===== src/rtl/uwr_pkg.sv =====
package uwr_pkg;

  typedef enum logic [2:0] {
    ST_HUNT,
    ST_START,
    ST_DATA,
    ST_PAR,
    ST_STOP
  } rxState_t;

  // Strobes from control to datapath
  typedef struct packed {
    logic cntClr;    // restart tick and bit counters
    logic shift;     // shift the sampled line into the data register
    logic capPar;    // capture the parity bit
    logic load;      // move the shifted byte to the output register
    logic idleGate;  // idle counter may run
  } dpCtl_t;

  // Status from datapath to control
  typedef struct packed {
    logic lineLow;
    logic halfBit;
    logic fullBit;
    logic lastBit;
    logic idleHit;
    logic shMsb;
    logic parBad;
  } dpSts_t;

endpackage


===== src/rtl/uwr_datapath.sv =====
module uwr_datapath
  import uwr_pkg::*;
#(
  parameter int OSR    = 16,
  parameter int DATA_W = 8
) (
  input  logic              clk,
  input  logic              rstN,
  input  logic              serialIn,
  input  logic              sampleTick,
  input  logic              parityEn,
  input  logic              parityOdd,
  input  dpCtl_t            ctl,
  output dpSts_t            sts,
  output logic [DATA_W-1:0] rxData
);

  localparam int CW        = $clog2(OSR);
  localparam int BW        = $clog2(DATA_W);
  localparam int IDLE_BASE = (DATA_W + 2) * OSR;
  localparam int IDLE_PAR  = (DATA_W + 3) * OSR;
  localparam int IW        = $clog2(IDLE_PAR + 1);

  logic [1:0]        syncQ;
  logic              rxLine;
  logic [CW-1:0]     tickCnt;
  logic [BW-1:0]     bitCnt;
  logic [DATA_W-1:0] shReg;
  logic              parReg;
  logic [IW-1:0]     idleCnt;
  logic              idleSeen;
  logic [IW-1:0]     idleLimit;
  logic              idleHit;

  // Two-flop synchronizer, line idles high
  always_ff @(posedge clk or negedge rstN) begin
    if (!rstN) syncQ <= 2'b11;
    else       syncQ <= {syncQ[0], serialIn};
  end
  assign rxLine = syncQ[1];

  // Oversample tick counter
  always_ff @(posedge clk or negedge rstN) begin
    if (!rstN) begin
      tickCnt <= '0;
    end else if (ctl.cntClr) begin
      tickCnt <= '0;
    end else if (sampleTick) begin
      if (tickCnt == CW'(OSR - 1)) tickCnt <= '0;
      else                         tickCnt <= tickCnt + 1'b1;
    end
  end

  // Bit counter and shift register
  always_ff @(posedge clk or negedge rstN) begin
    if (!rstN) begin
      bitCnt <= '0;
      shReg  <= '0;
    end else if (ctl.cntClr) begin
      bitCnt <= '0;
    end else if (ctl.shift) begin
      bitCnt <= bitCnt + 1'b1;
      shReg  <= {rxLine, shReg[DATA_W-1:1]};
    end
  end

  always_ff @(posedge clk or negedge rstN) begin
    if (!rstN)           parReg <= 1'b0;
    else if (ctl.capPar) parReg <= rxLine;
  end

  always_ff @(posedge clk or negedge rstN) begin
    if (!rstN)         rxData <= '0;
    else if (ctl.load) rxData <= shReg;
  end

  // Idle counter: one full character time of ones
  assign idleLimit = parityEn ? IW'(IDLE_PAR - 1) : IW'(IDLE_BASE - 1);
  assign idleHit   = rxLine && ctl.idleGate && sampleTick && !idleSeen
                     && (idleCnt == idleLimit);

  always_ff @(posedge clk or negedge rstN) begin
    if (!rstN) begin
      idleCnt  <= '0;
      idleSeen <= 1'b1;
    end else if (!rxLine) begin
      idleCnt  <= '0;
      idleSeen <= 1'b0;
    end else if (!ctl.idleGate) begin
      idleCnt  <= '0;
    end else if (sampleTick && !idleSeen) begin
      if (idleCnt == idleLimit) begin
        idleCnt  <= '0;
        idleSeen <= 1'b1;
      end else begin
        idleCnt  <= idleCnt + 1'b1;
      end
    end
  end

  always_comb begin
    sts.lineLow = !rxLine;
    sts.halfBit = sampleTick && (tickCnt == CW'(OSR / 2 - 1));
    sts.fullBit = sampleTick && (tickCnt == CW'(OSR - 1));
    sts.lastBit = (bitCnt == BW'(DATA_W - 1));
    sts.idleHit = idleHit;
    sts.shMsb   = shReg[DATA_W-1];
    sts.parBad  = (^shReg) ^ parityOdd ^ parReg;
  end

endmodule


===== src/rtl/uwr_ctrl.sv =====
module uwr_ctrl
  import uwr_pkg::*;
(
  input  logic   clk,
  input  logic   rstN,
  input  logic   rxEn,
  input  logic   wakeSel,
  input  logic   idleType,
  input  logic   parityEn,
  input  logic   rxFullIe,
  input  logic   idleIe,
  input  logic   perrIe,
  input  logic   sleepReq,
  input  logic   flagClr,
  input  dpSts_t sts,
  output dpCtl_t ctl,
  output logic   rxFull,
  output logic   overrun,
  output logic   parityErr,
  output logic   idleFlag,
  output logic   asleep,
  output logic   irq
);

  rxState_t state, stateNxt;
  logic     frameDone;
  logic     wakeAddr;
  logic     frameOk;
  logic     fullEff;
  logic     wakeIdle;

  always_comb begin
    stateNxt   = state;
    frameDone  = 1'b0;
    ctl.cntClr = 1'b0;
    ctl.shift  = 1'b0;
    ctl.capPar = 1'b0;
    if (!rxEn) begin
      stateNxt = ST_HUNT;
    end else begin
      unique case (state)
        ST_HUNT: if (sts.lineLow) begin
          ctl.cntClr = 1'b1;
          stateNxt   = ST_START;
        end
        ST_START: if (sts.halfBit) begin
          if (sts.lineLow) begin
            ctl.cntClr = 1'b1;
            stateNxt   = ST_DATA;
          end else begin
            stateNxt   = ST_HUNT;
          end
        end
        ST_DATA: if (sts.fullBit) begin
          ctl.shift = 1'b1;
          if (sts.lastBit) stateNxt = parityEn ? ST_PAR : ST_STOP;
        end
        ST_PAR: if (sts.fullBit) begin
          ctl.capPar = 1'b1;
          stateNxt   = ST_STOP;
        end
        ST_STOP: if (sts.fullBit) begin
          frameDone = 1'b1;
          stateNxt  = ST_HUNT;
        end
        default: stateNxt = ST_HUNT;
      endcase
    end
  end

  always_ff @(posedge clk or negedge rstN) begin
    if (!rstN) state <= ST_HUNT;
    else       state <= stateNxt;
  end

  assign ctl.idleGate = rxEn && (idleType ? (state == ST_HUNT) : 1'b1);

  assign wakeAddr = asleep && wakeSel && sts.shMsb;
  assign frameOk  = frameDone && (!asleep || wakeAddr);
  assign fullEff  = rxFull && !flagClr;
  assign ctl.load = frameOk && !fullEff;
  assign wakeIdle = sts.idleHit && !wakeSel;

  always_ff @(posedge clk or negedge rstN) begin
    if (!rstN) begin
      rxFull    <= 1'b0;
      overrun   <= 1'b0;
      parityErr <= 1'b0;
      idleFlag  <= 1'b0;
      asleep    <= 1'b0;
    end else begin
      rxFull    <= fullEff || ctl.load;
      overrun   <= (overrun && !flagClr) || (frameOk && fullEff);
      parityErr <= (parityErr && !flagClr) || (ctl.load && parityEn && sts.parBad);
      idleFlag  <= (idleFlag && !flagClr) || (sts.idleHit && !asleep);
      if (sleepReq)                           asleep <= 1'b1;
      else if ((frameDone && wakeAddr) || wakeIdle) asleep <= 1'b0;
    end
  end

  assign irq = (rxFullIe && (rxFull || overrun)) || (idleIe && idleFlag)
               || (perrIe && parityErr);

endmodule


===== src/rtl/uart_wake_rx.sv =====
module uart_wake_rx
  import uwr_pkg::*;
#(
  parameter int OSR    = 16,
  parameter int DATA_W = 8
) (
  input  logic              clk,
  input  logic              rstN,
  input  logic              sampleTick,
  input  logic              serialIn,
  input  logic              rxEn,
  input  logic              wakeSel,
  input  logic              idleType,
  input  logic              parityEn,
  input  logic              parityOdd,
  input  logic              rxFullIe,
  input  logic              idleIe,
  input  logic              perrIe,
  input  logic              sleepReq,
  input  logic              flagClr,
  output logic [DATA_W-1:0] rxData,
  output logic              rxFull,
  output logic              overrun,
  output logic              parityErr,
  output logic              idleFlag,
  output logic              asleep,
  output logic              irq
);

  dpCtl_t ctl;
  dpSts_t sts;

  uwr_datapath #(.OSR(OSR), .DATA_W(DATA_W)) dp_i (
    .clk       (clk),
    .rstN      (rstN),
    .serialIn  (serialIn),
    .sampleTick(sampleTick),
    .parityEn  (parityEn),
    .parityOdd (parityOdd),
    .ctl       (ctl),
    .sts       (sts),
    .rxData    (rxData)
  );

  uwr_ctrl ctrl_i (
    .clk      (clk),
    .rstN     (rstN),
    .rxEn     (rxEn),
    .wakeSel  (wakeSel),
    .idleType (idleType),
    .parityEn (parityEn),
    .rxFullIe (rxFullIe),
    .idleIe   (idleIe),
    .perrIe   (perrIe),
    .sleepReq (sleepReq),
    .flagClr  (flagClr),
    .sts      (sts),
    .ctl      (ctl),
    .rxFull   (rxFull),
    .overrun  (overrun),
    .parityErr(parityErr),
    .idleFlag (idleFlag),
    .asleep   (asleep),
    .irq      (irq)
  );

endmodule


===== config.mk =====
export PLATFORM = sky130hd
export DESIGN_NAME = uart_wake_rx
export DESIGN_NICKNAME = d
export VERILOG_FILES = /design/src/rtl/uwr_pkg.sv /design/src/rtl/uwr_datapath.sv /design/src/rtl/uwr_ctrl.sv /design/src/rtl/uart_wake_rx.sv
export SDC_FILE = /design/constraint.sdc
export NUM_CORES = 1
export LEC_CHECK = 0
export BUFFER_PORTS_ARGS = -buffer_cell sky130_fd_sc_hd__buf_2
export CORE_UTILIZATION = 55
export CTS_CLUSTER_SIZE = 8
export DETAILED_ROUTE_END_ITERATION = 8
export GPL_TIMING_DRIVEN = 0
export PLACE_DENSITY = 0.85
export SYNTH_ARGS = -nofsm -noshare
export SYNTH_HDL_FRONTEND = slang
export SYNTH_SLANG_ARGS = --single-unit

===== constraint.sdc =====
create_clock -name clk -period 2.31 [get_ports clk]
set_input_delay 0 -clock clk [delete_from_list [all_inputs] [get_ports clk]]
set_output_delay 0 -clock clk [all_outputs]
set_load 0.05 [all_outputs]

[Yosys cells after proc, flatten, opt, wreduce, memory -nomap -nowiden]
Cells that the tools add are included.
Storage, ports and cells
  input port bits: 14
  logic and storage cells: 121
  output and inout port bits: 14
  register bits: 43
Cells by class
  add/subtract/negate cells: 3
  muxes and demuxes: 36
  bitwise gates (word level): 3
  equality and inequality tests: 18
  reduce and logical (&&, ||, !) cells: 47
Operator list (count)
  $mux 3: 11
  $mux 8: 4
  $logic_and 1x1->1: 25
  $ne 3x2->1 const B: 5
  $pmux 3 s5: 1
  $mux 1: 14
  $mux 4: 3
  $logic_or 1x1->1: 9
  $add 8x1->8 const B: 1
  $eq 8x8->1: 1
  $reduce_xor 8->1: 1
  $eq 3x2->1 const B: 2
  $eq 3x3->1 const B: 2
  $mux 6: 1
  $ne 3x3->1 const B: 2
  $reduce_and 6->1: 1
  $reduce_bool 2->1: 3
  $logic_not 1->1: 5
  $add 4x1->4 const B: 1
  $eq 4x3->1 const B: 1
  $eq 4x4->1 const B: 1
  $ne 2x2->1 const B: 2
  $add 3x1->3 const B: 1
  $eq 3x1->1 const B: 1
  8 further kinds: 9

[Longest topological paths before layout]
Gate-level depths: netlist of run 1.
  word-level depth: 11
  depth in mapped cells: 6
  depth with buffers taken out: 6

[Modules after synthesis]
From an unflattened synthesis of run 1, not the netlist that was laid out.
Second synthesis, totals
  cell total of the unflattened synthesis: 197
  area, all modules: 2109.5 µm²
Modules (own cells, without submodules)
  uwr_datapath: cells each 145, times used 1, area an instance 1641.6 µm², sequential area each 879.6 µm²
  uwr_ctrl: cells each 52, times used 1, area an instance 467.9 µm², sequential area each 200.2 µm²

[Least setup slack after synthesis of run 1]
No wires, ideal clock.
  path type: reg-to-reg
  start: register dp_i.tickCnt[0]
  end: register dp_i.rxData[0]
  stages on the path, launching flop included: 5
  library setup time: 0.125 ns
  buffers on the path: 0
  clock period less this slack: 1.883 ns
  arrival: 1.758 ns
  slack: 0.427 ns
  path through: dfrtp_1 ha_1 nand4_1 a2111oi_4 mux2_2
On the way
  longest elaborated chain between the ends: 7
Ends and longest elaborated chain
  start: declaration: RTL line uwr_datapath.sv:26  | logic [CW-1:0] tickCnt;
  start signal: assignment: RTL line uwr_datapath.sv:50  | else tickCnt <= tickCnt + 1'b1;
  $eq 4x4->1: RTL line uwr_datapath.sv:104  | sts.fullBit = sampleTick && (tickCnt == CW'(OSR - 1));
  $logic_and 1x1->1: RTL line uwr_datapath.sv:104
  $mux 1: RTL line uwr_ctrl.sv:62  | ST_STOP: if (sts.fullBit) begin
  $mux 1: RTL line uwr_ctrl.sv:41  | unique case (state)
  $mux 1: RTL line uwr_ctrl.sv:38  | if (!rxEn) begin
  $logic_and 1x1->1: RTL line uwr_ctrl.sv:79  | assign frameOk = frameDone && (!asleep || wakeAddr);
  $logic_and 1x1->1: RTL line uwr_ctrl.sv:81  | assign ctl.load = frameOk && !fullEff;
  end signal: assignment: RTL line uwr_datapath.sv:74  | else if (ctl.load) rxData <= shReg;
  end: declaration: RTL line uwr_datapath.sv:15  | output logic [DATA_W-1:0] rxData
Every way passes these cells.
A chain may end at the register's enable or synchronous reset.

[Final worst setup path of run 1]
  start: register dp_i.tickCnt[0]
  end: register dp_i.bitCnt[0]
On the way
  longest elaborated chain between the ends: 6
  elaborated cells on any way between the ends: 11
  those cells by class: 2 x eq/ne; 6 x mux; 3 x reduce/logical
Ends and longest elaborated chain
  $eq 4x3->1 / $eq 4x4->1 (equally long branches): RTL line uwr_datapath.sv:103, uwr_datapath.sv:104
  $logic_and 1x1->1, on equally long branches: RTL line uwr_datapath.sv:103, uwr_datapath.sv:104
  $mux 1, on equally long branches: RTL line uwr_ctrl.sv:46, uwr_ctrl.sv:54
  $pmux 1 s2 / $mux 1 (equally long branches): RTL line uwr_ctrl.sv:41
  $mux 3 (*): RTL line uwr_ctrl.sv:38
  $mux 3 / $reduce_bool 2->1 (equally long branches)
  end signal: assignment: RTL line uwr_datapath.sv:62  | bitCnt <= bitCnt + 1'b1;
  end: declaration: RTL line uwr_datapath.sv:27  | logic [BW-1:0] bitCnt;
Mark *: on every way between the ends. The rest lies on a longest branch, timed or not.

==> out/metrics.cfg, run 1 <==
[status]
status = finished clean

[floorplanning]
die_w_microns = 64.8
rows = 22
coreArea_sq_um = 3720
start_util_pct = 58.4
io_pins = 28
die_height_microns = 64.8
dieArea_sq_um = 4200

[global_routing]
antenna_found_initial = 0
grt_remaining_overflow = 0
grt_use_total_pct = 24.0
grt_max_degree = 44
grt_pass1_vias = 1693
grt_pass1_wl_microns = 7580

[clock_network]
h-tree-depth = 2
clock-sinks = 43
clockBufferDepth = 2
insertion_delay_ns = 0.30
cts_tree = built
cts_buffers = 5
root_buffer = clkbuf_8
clk_pin_slew_ns = 0.09

[synthesis]
synth_cells = 205
synth_edf_count = 0
synth-seq-cells = 43
synthArstFlopShare_pct = 100
synthesis.nets = 223
seq_area_frac_synth_pct = 49.8
synth-main-ff-cell = dfrtp_1
yosys_warnings = 0
synth.distinct_cells = 54
syn_area_sq_um = 2170
synth.avg_cell_area_sq_um = 10.6

[setup_path]
path_buf_inv = 0
slowest_stage = a2111oi_4
reg2reg_to = dp_i.bitCnt[0]
cp_top_family = compound AO/OA/AOI/OAI gates
r2r_slack_ns = 0.30
endpoint_kind = register
reg2reg_from = dp_i.tickCnt[0]
crit_path_max_fanout = 6
ff2ff_path_depth = 5
crit_chain = ha_1 -> nand4b_1 -> a2111oi_4 -> nor2_1 -> mux2_2
critPathArrivalTime_ns = 2.19
critPathRequiredTime_ns = 2.49
path_class = register to register
critical-path-max-stage-delay_ns = 0.54
critPathLaunchType = register

[timing]
tightest_slew_ns = 0.924
setup_viol = 0
finalMaxSlewViolations = 0
setup_tns_ns = 0
fin_skew_ns = 0.0108
fin_crit_ns = 2.01
finalHoldViolCount = 0
max_slew_margin_pct = 38.4
rsz0062_at_grt = false
max_freq_mhz = 498
period_share_pct = 87.0

[pwr]
p_per_area_nw_per_um2 = 740
ir_worst_vdd_mv = 0.467
p_leak_nw = 1.26
p_total_mw = 1.90

[worst_hold_path]
hold_path_depth = 3
min_from = wakeSel
min_path_type = input port to register
holdPathEnd = ctrl_i.asleep

[placed_design]
gp_congestion = 0.799
placedCellCount = 279
io_buffers = 26
dpl_cell_area_sq_um = 2360
dp_hpwl_microns = 3100

[detailed_routing]
dr.pass1.iters = 4
routedWlPerCell_microns = 15.1
remaining_drc_errors = 0
antenna_left = 0
drt_wl_total_microns = 4420
vias = 1682
initialDrtViolationCount = 163
via_per_inst = 5.74

[finish]
layout_common_cells = dfrtp_1, nand2_1, buf_2
area_growth_pct = 18.1
post-route-util_pct = 69.0
finalInstanceArea_sq_um = 2560
fin_cells = 293
fin_nets = 262
num_antenna_cells = 0
final_common_cell = dfrtp_1
layout-drive-gt1-share_pct = 23.3

[job]
cap_violations = 0

through the flow:
stage	worst slack (ns)	hold WS (ns)
after floorplan	0.427	-0.296
after global placement	0.158	0.105
after detailed placement	0.126	0.111
after CTS	0.107	0.0946
after global routing	0.138	0.138
final	0.301	0.108
flip-flops by register name, summed over array words and instances (netlist names):
signal            count
dp_i.idleSeen         1
ctrl_i.idleFlag       1
ctrl_i.overrun        1
dp_i.parReg           1
ctrl_i.state          3
ctrl_i.rxFull         1
ctrl_i.parityErr      1
ctrl_i.asleep         1
dp_i.tickCnt          4
dp_i.bitCnt           3
dp_i.shReg            8
dp_i.rxData           8
dp_i.syncQ            2
dp_i.idleCnt          8
timing repair:
action,in CTS,in global routing
hold buffers,5,0
resized for setup,0,1
endpoints found under the setup margin,0,9
buffers inserted,0,1
endpoints found under the hold margin,44,0
routing by layer:
metal	global-route usage, %	part of all wire (%)
met5	0	0
met4	9.44	1.2
met3	5.46	3.5
met2	40.2	49
met1	30.0	46
power breakdown:
part           internal (mW)  leakage (nW)  switching [mW]
registers              0.804         0.579          0.0614
clock network          0.432        0.0654           0.252
logic                  0.151         0.613           0.197
final cells by class:
class                   instances  area (sq um)
clock buffers                   6          72.6
plain buffers                   5          28.8
inverters                       9          33.8
fillers                       295          1150
well taps                      48          60.1
repair buffers                 32           188
clock inverters                 2          60.1
multi-input cells             148          1040
flip-flops and latches         43          1080
synthesized netlist by cell type (2+ instances only):
cell        n  area (sq um)
a21oi_1     4          20.0
a311oi_1    2          17.5
and3_1      4          25.0
dfrtp_1    40          1000
nand3_1     6          30.0
clkbuf_1    2          7.51
nand2_1    36           135
a22o_1      2          17.5
buf_2       2          10.0
xor2_1      3          26.3
mux2_2     11           124
xnor2_1     6          52.6
ha_1        4          50.1
o21ai_0     3          15.0
nor3_1      5          25.0
o22ai_1     2          12.5
mux2i_1     3          30.0
nor2_1      9          33.8
o31a_1      2          17.5
nand2b_1    2          12.5
nor3b_1     3          22.5
inv_1       9          33.8
dfstp_2     3          78.8
o2bb2ai_1   2          17.5
nand4_1     4          25.0
a31oi_1     5          31.3
o31ai_1     2          15.0
nor2b_1     3          18.8
cell families after synthesis:
group                      synth area share (%)
DFF                                        49.8
adders and majority gates                  2.31
muxes                                      7.09
buffers and inverters                      2.88
xor gates and xnor gates                   4.67
AOI/OAI and AO/OA                          14.1
and+or+nand+nor                            19.2
how the worst max path moves through the flow:
stage / slack (ns) / to / cells past startpoint / startpoint
3_3_place_gp: 0.16 / dp_i.rxData[6] / 4 / dp_i.tickCnt[0]
3_5_place_dp: 0.13 / dp_i.rxData[0] / 4 / dp_i.tickCnt[0]
2_1_floorplan: 0.43 / dp_i.rxData[0] / 4 / dp_i.tickCnt[0]
6_report: 0.30 / dp_i.bitCnt[0] / 5 / dp_i.tickCnt[0]
4_1_cts: 0.11 / dp_i.rxData[0] / 4 / dp_i.tickCnt[0]
5_1_grt: 0.14 / dp_i.bitCnt[1] / 4 / ctrl_i.state[2]
tightest hold or removal path, cell delays in order:
cell	delay (ns)
buf_2	0.10
nor4_1	0.05
o31ai_1	0.23
(Power assumes the default switching activity.)
==> run 2: changes to the inputs <==
PLACE_DENSITY = 0.86   (was 0.85)
==> run 2 against run 1 <==
Effect of this change:
- die area did not move
- highest routed layer unchanged
- sequential share of layout area increased by 1.1 points
- register-to-register slack got worse by 0.07 ns
- largest cell class unchanged
- hold slack worse by 0.086 ns
- maximum frequency is 3.3% lower
- flip-flop and latch count stayed put
- first-iteration DRC count is 25% lower
==> out/metrics.cfg, run 2 (synthesized netlist as in run 1, its figures left out) <==
[status]
status = finished clean

[timing]
finalHoldViolCount = 0
period_share_pct = 90.0
fin_crit_ns = 2.08
setup_viol = 0
setup_tns_ns = 0
rsz0062_at_grt = false
finalMaxSlewViolations = 0
timing.hold.ws_ns = 0.0226
worst_slack_ns = 0.231
fin_skew_ns = 0.00879
max_slew_margin_pct = 39.3
max_freq_mhz = 481
tightest_slew_ns = 0.910

[placed_design]
gp_congestion = 0.888
dp_slack_ns = 0.0708
dpl_cell_area_sq_um = 2360
io_buffers = 26
dp_hpwl_microns = 3080

[finish]
final_common_cell = dfrtp_1
num_antenna_cells = 0
fin_nets = 262
layout-drive-gt1-share_pct = 23.3
finalInstanceArea_sq_um = 2500
area_growth_pct = 15.1
post-route-util_pct = 67.2
layout_common_cells = dfrtp_1, nand2_1, buf_2
top_regs = dp_i.idleCnt (8), dp_i.rxData (8), dp_i.shReg (8)

[pwr]
p_per_area_nw_per_um2 = 661
combPwrFrac_pct = 20.2
ir_worst_vdd_mv = 0.424
intPower_mw = 1.16
p_leak_nw = 1.23
p_sw_share_pct = 29.6
seqPwrFrac_pct = 52.5
switchingPower_uw = 488
clock_power_share_pct = 27.3

[global_routing]
grt_use_total_pct = 23.3
grt_pass1_vias = 1684
grt_max_degree = 44
grt_pass1_wl_microns = 7430
antenna_found_initial = 0
grt_remaining_overflow = 0

[floorplanning]
rows = 22
start_util_pct = 58.4
coreArea_sq_um = 3720
die_w_microns = 64.8
io_pins = 28
dieArea_sq_um = 4200
die_height_microns = 64.8

[worst_hold_path]
min_path_type = input port to register
holdPathEnd = ctrl_i.parityErr
hold_path_depth = 3
min_from = parityEn

[setup_path]
path_class = register to register
endpoint_kind = register
reg2reg_to = dp_i.bitCnt[0]
critPathArrivalTime_ns = 2.25
crit_path_max_fanout = 6
ff2ff_path_depth = 5
r2r_slack_ns = 0.23
critPathRequiredTime_ns = 2.48
reg2reg_from = dp_i.tickCnt[0]
critPathLaunchType = register

[detailed_routing]
highest_layer = met4
dr_wl_met3_microns = 143
antenna_left = 0
dr.pass1.iters = 4
via_per_inst = 5.87
met1_length_microns = 1910
routedWlPerCell_microns = 14.9
vias = 1720
drt_wl_total_microns = 4380
wl_met2_microns = 2250
initialDrtViolationCount = 122
remaining_drc_errors = 0

[clock_network]
cts_buffers = 5
cts_tree = built
clockBufferDepth = 2
insertion_delay_ns = 0.29
root_buffer = clkbuf_8
clock-sinks = 43
clk_pin_slew_ns = 0.08
h-tree-depth = 2

[job]
cap_violations = 0

==> run 2: worst max-delay path by stage <==
| stage | end | from | slack (ns) | depth (start not counted) |
|---|---|---|---|---|
| 5_1_grt | dp_i.bitCnt[0] | dp_i.tickCnt[0] | 0.03 | 5 |
| 3_3_place_gp | dp_i.rxData[3] | dp_i.tickCnt[0] | 0.17 | 4 |
| 4_1_cts | dp_i.rxData[1] | dp_i.tickCnt[0] | 0.07 | 4 |
| 2_1_floorplan | dp_i.rxData[0] | dp_i.tickCnt[0] | 0.43 | 4 |
| 3_5_place_dp | dp_i.rxData[1] | dp_i.tickCnt[0] | 0.07 | 4 |
| 6_report | dp_i.bitCnt[0] | dp_i.tickCnt[0] | 0.23 | 5 |
==> run 2: power groups by stage <==
stage	combinational [mW]	sequential, mW	clock (mW)
2_1_floorplan	0.250	0.863	0
3_3_place_gp	0.314	0.873	0
3_5_place_dp	0.327	0.878	0
4_1_cts	0.335	0.864	0.456
5_1_grt	0.376	0.874	0.485
6_report	0.334	0.866	0.451
==> run 2: cell type report <==
cell class / count / area, sq um
Fill cell: 286 / 1220
Sequential cell: 43 / 1080
Multi-Input combinational cell: 148 / 1030
Timing Repair Buffer: 32 / 185
Clock buffer: 7 / 76.3
Tap cell: 48 / 60.1
Inverter: 9 / 33.8
Buffer: 5 / 28.8
Clock inverter: 1 / 5.00
==> run 2: repair_timing <==
| item | CTS | global route |
|---|---|---|
| endpoints found under the hold margin | 43 | 0 |
| resized for setup | 0 | 0 |
| setup buffers | 0 | 2 |
| hold buffers | 4 | 0 |
| setup endpoints to repair | 0 | 8 |
==> run 2: through the flow <==
step,cells,power [mW]
finish,293,1.65
CTS,291,1.66
global placement,279,1.19
floorplan,205,1.11
global route,293,1.73
detailed placement,279,1.21
==> run 2: routing by layer <==
| layer | global-route usage (%) | vias to the layer above |
|---|---|---|
| met5 | 0 | - |
| met4 | 7.78 | 0 |
| met3 | 5.28 | 9 |
| met2 | 39.7 | 35 |
| met1 | 28.9 | 857 |
| li1 | - | 819 |
==> run 2: worst max-delay path, stage by stage, from the launching register on <==
cell and delay, ns:
dfrtp_1 0.41, ha_1 0.28, nand4b_1 0.17, a2111oi_2 0.67, nor2_1 0.15, mux2_2 0.29
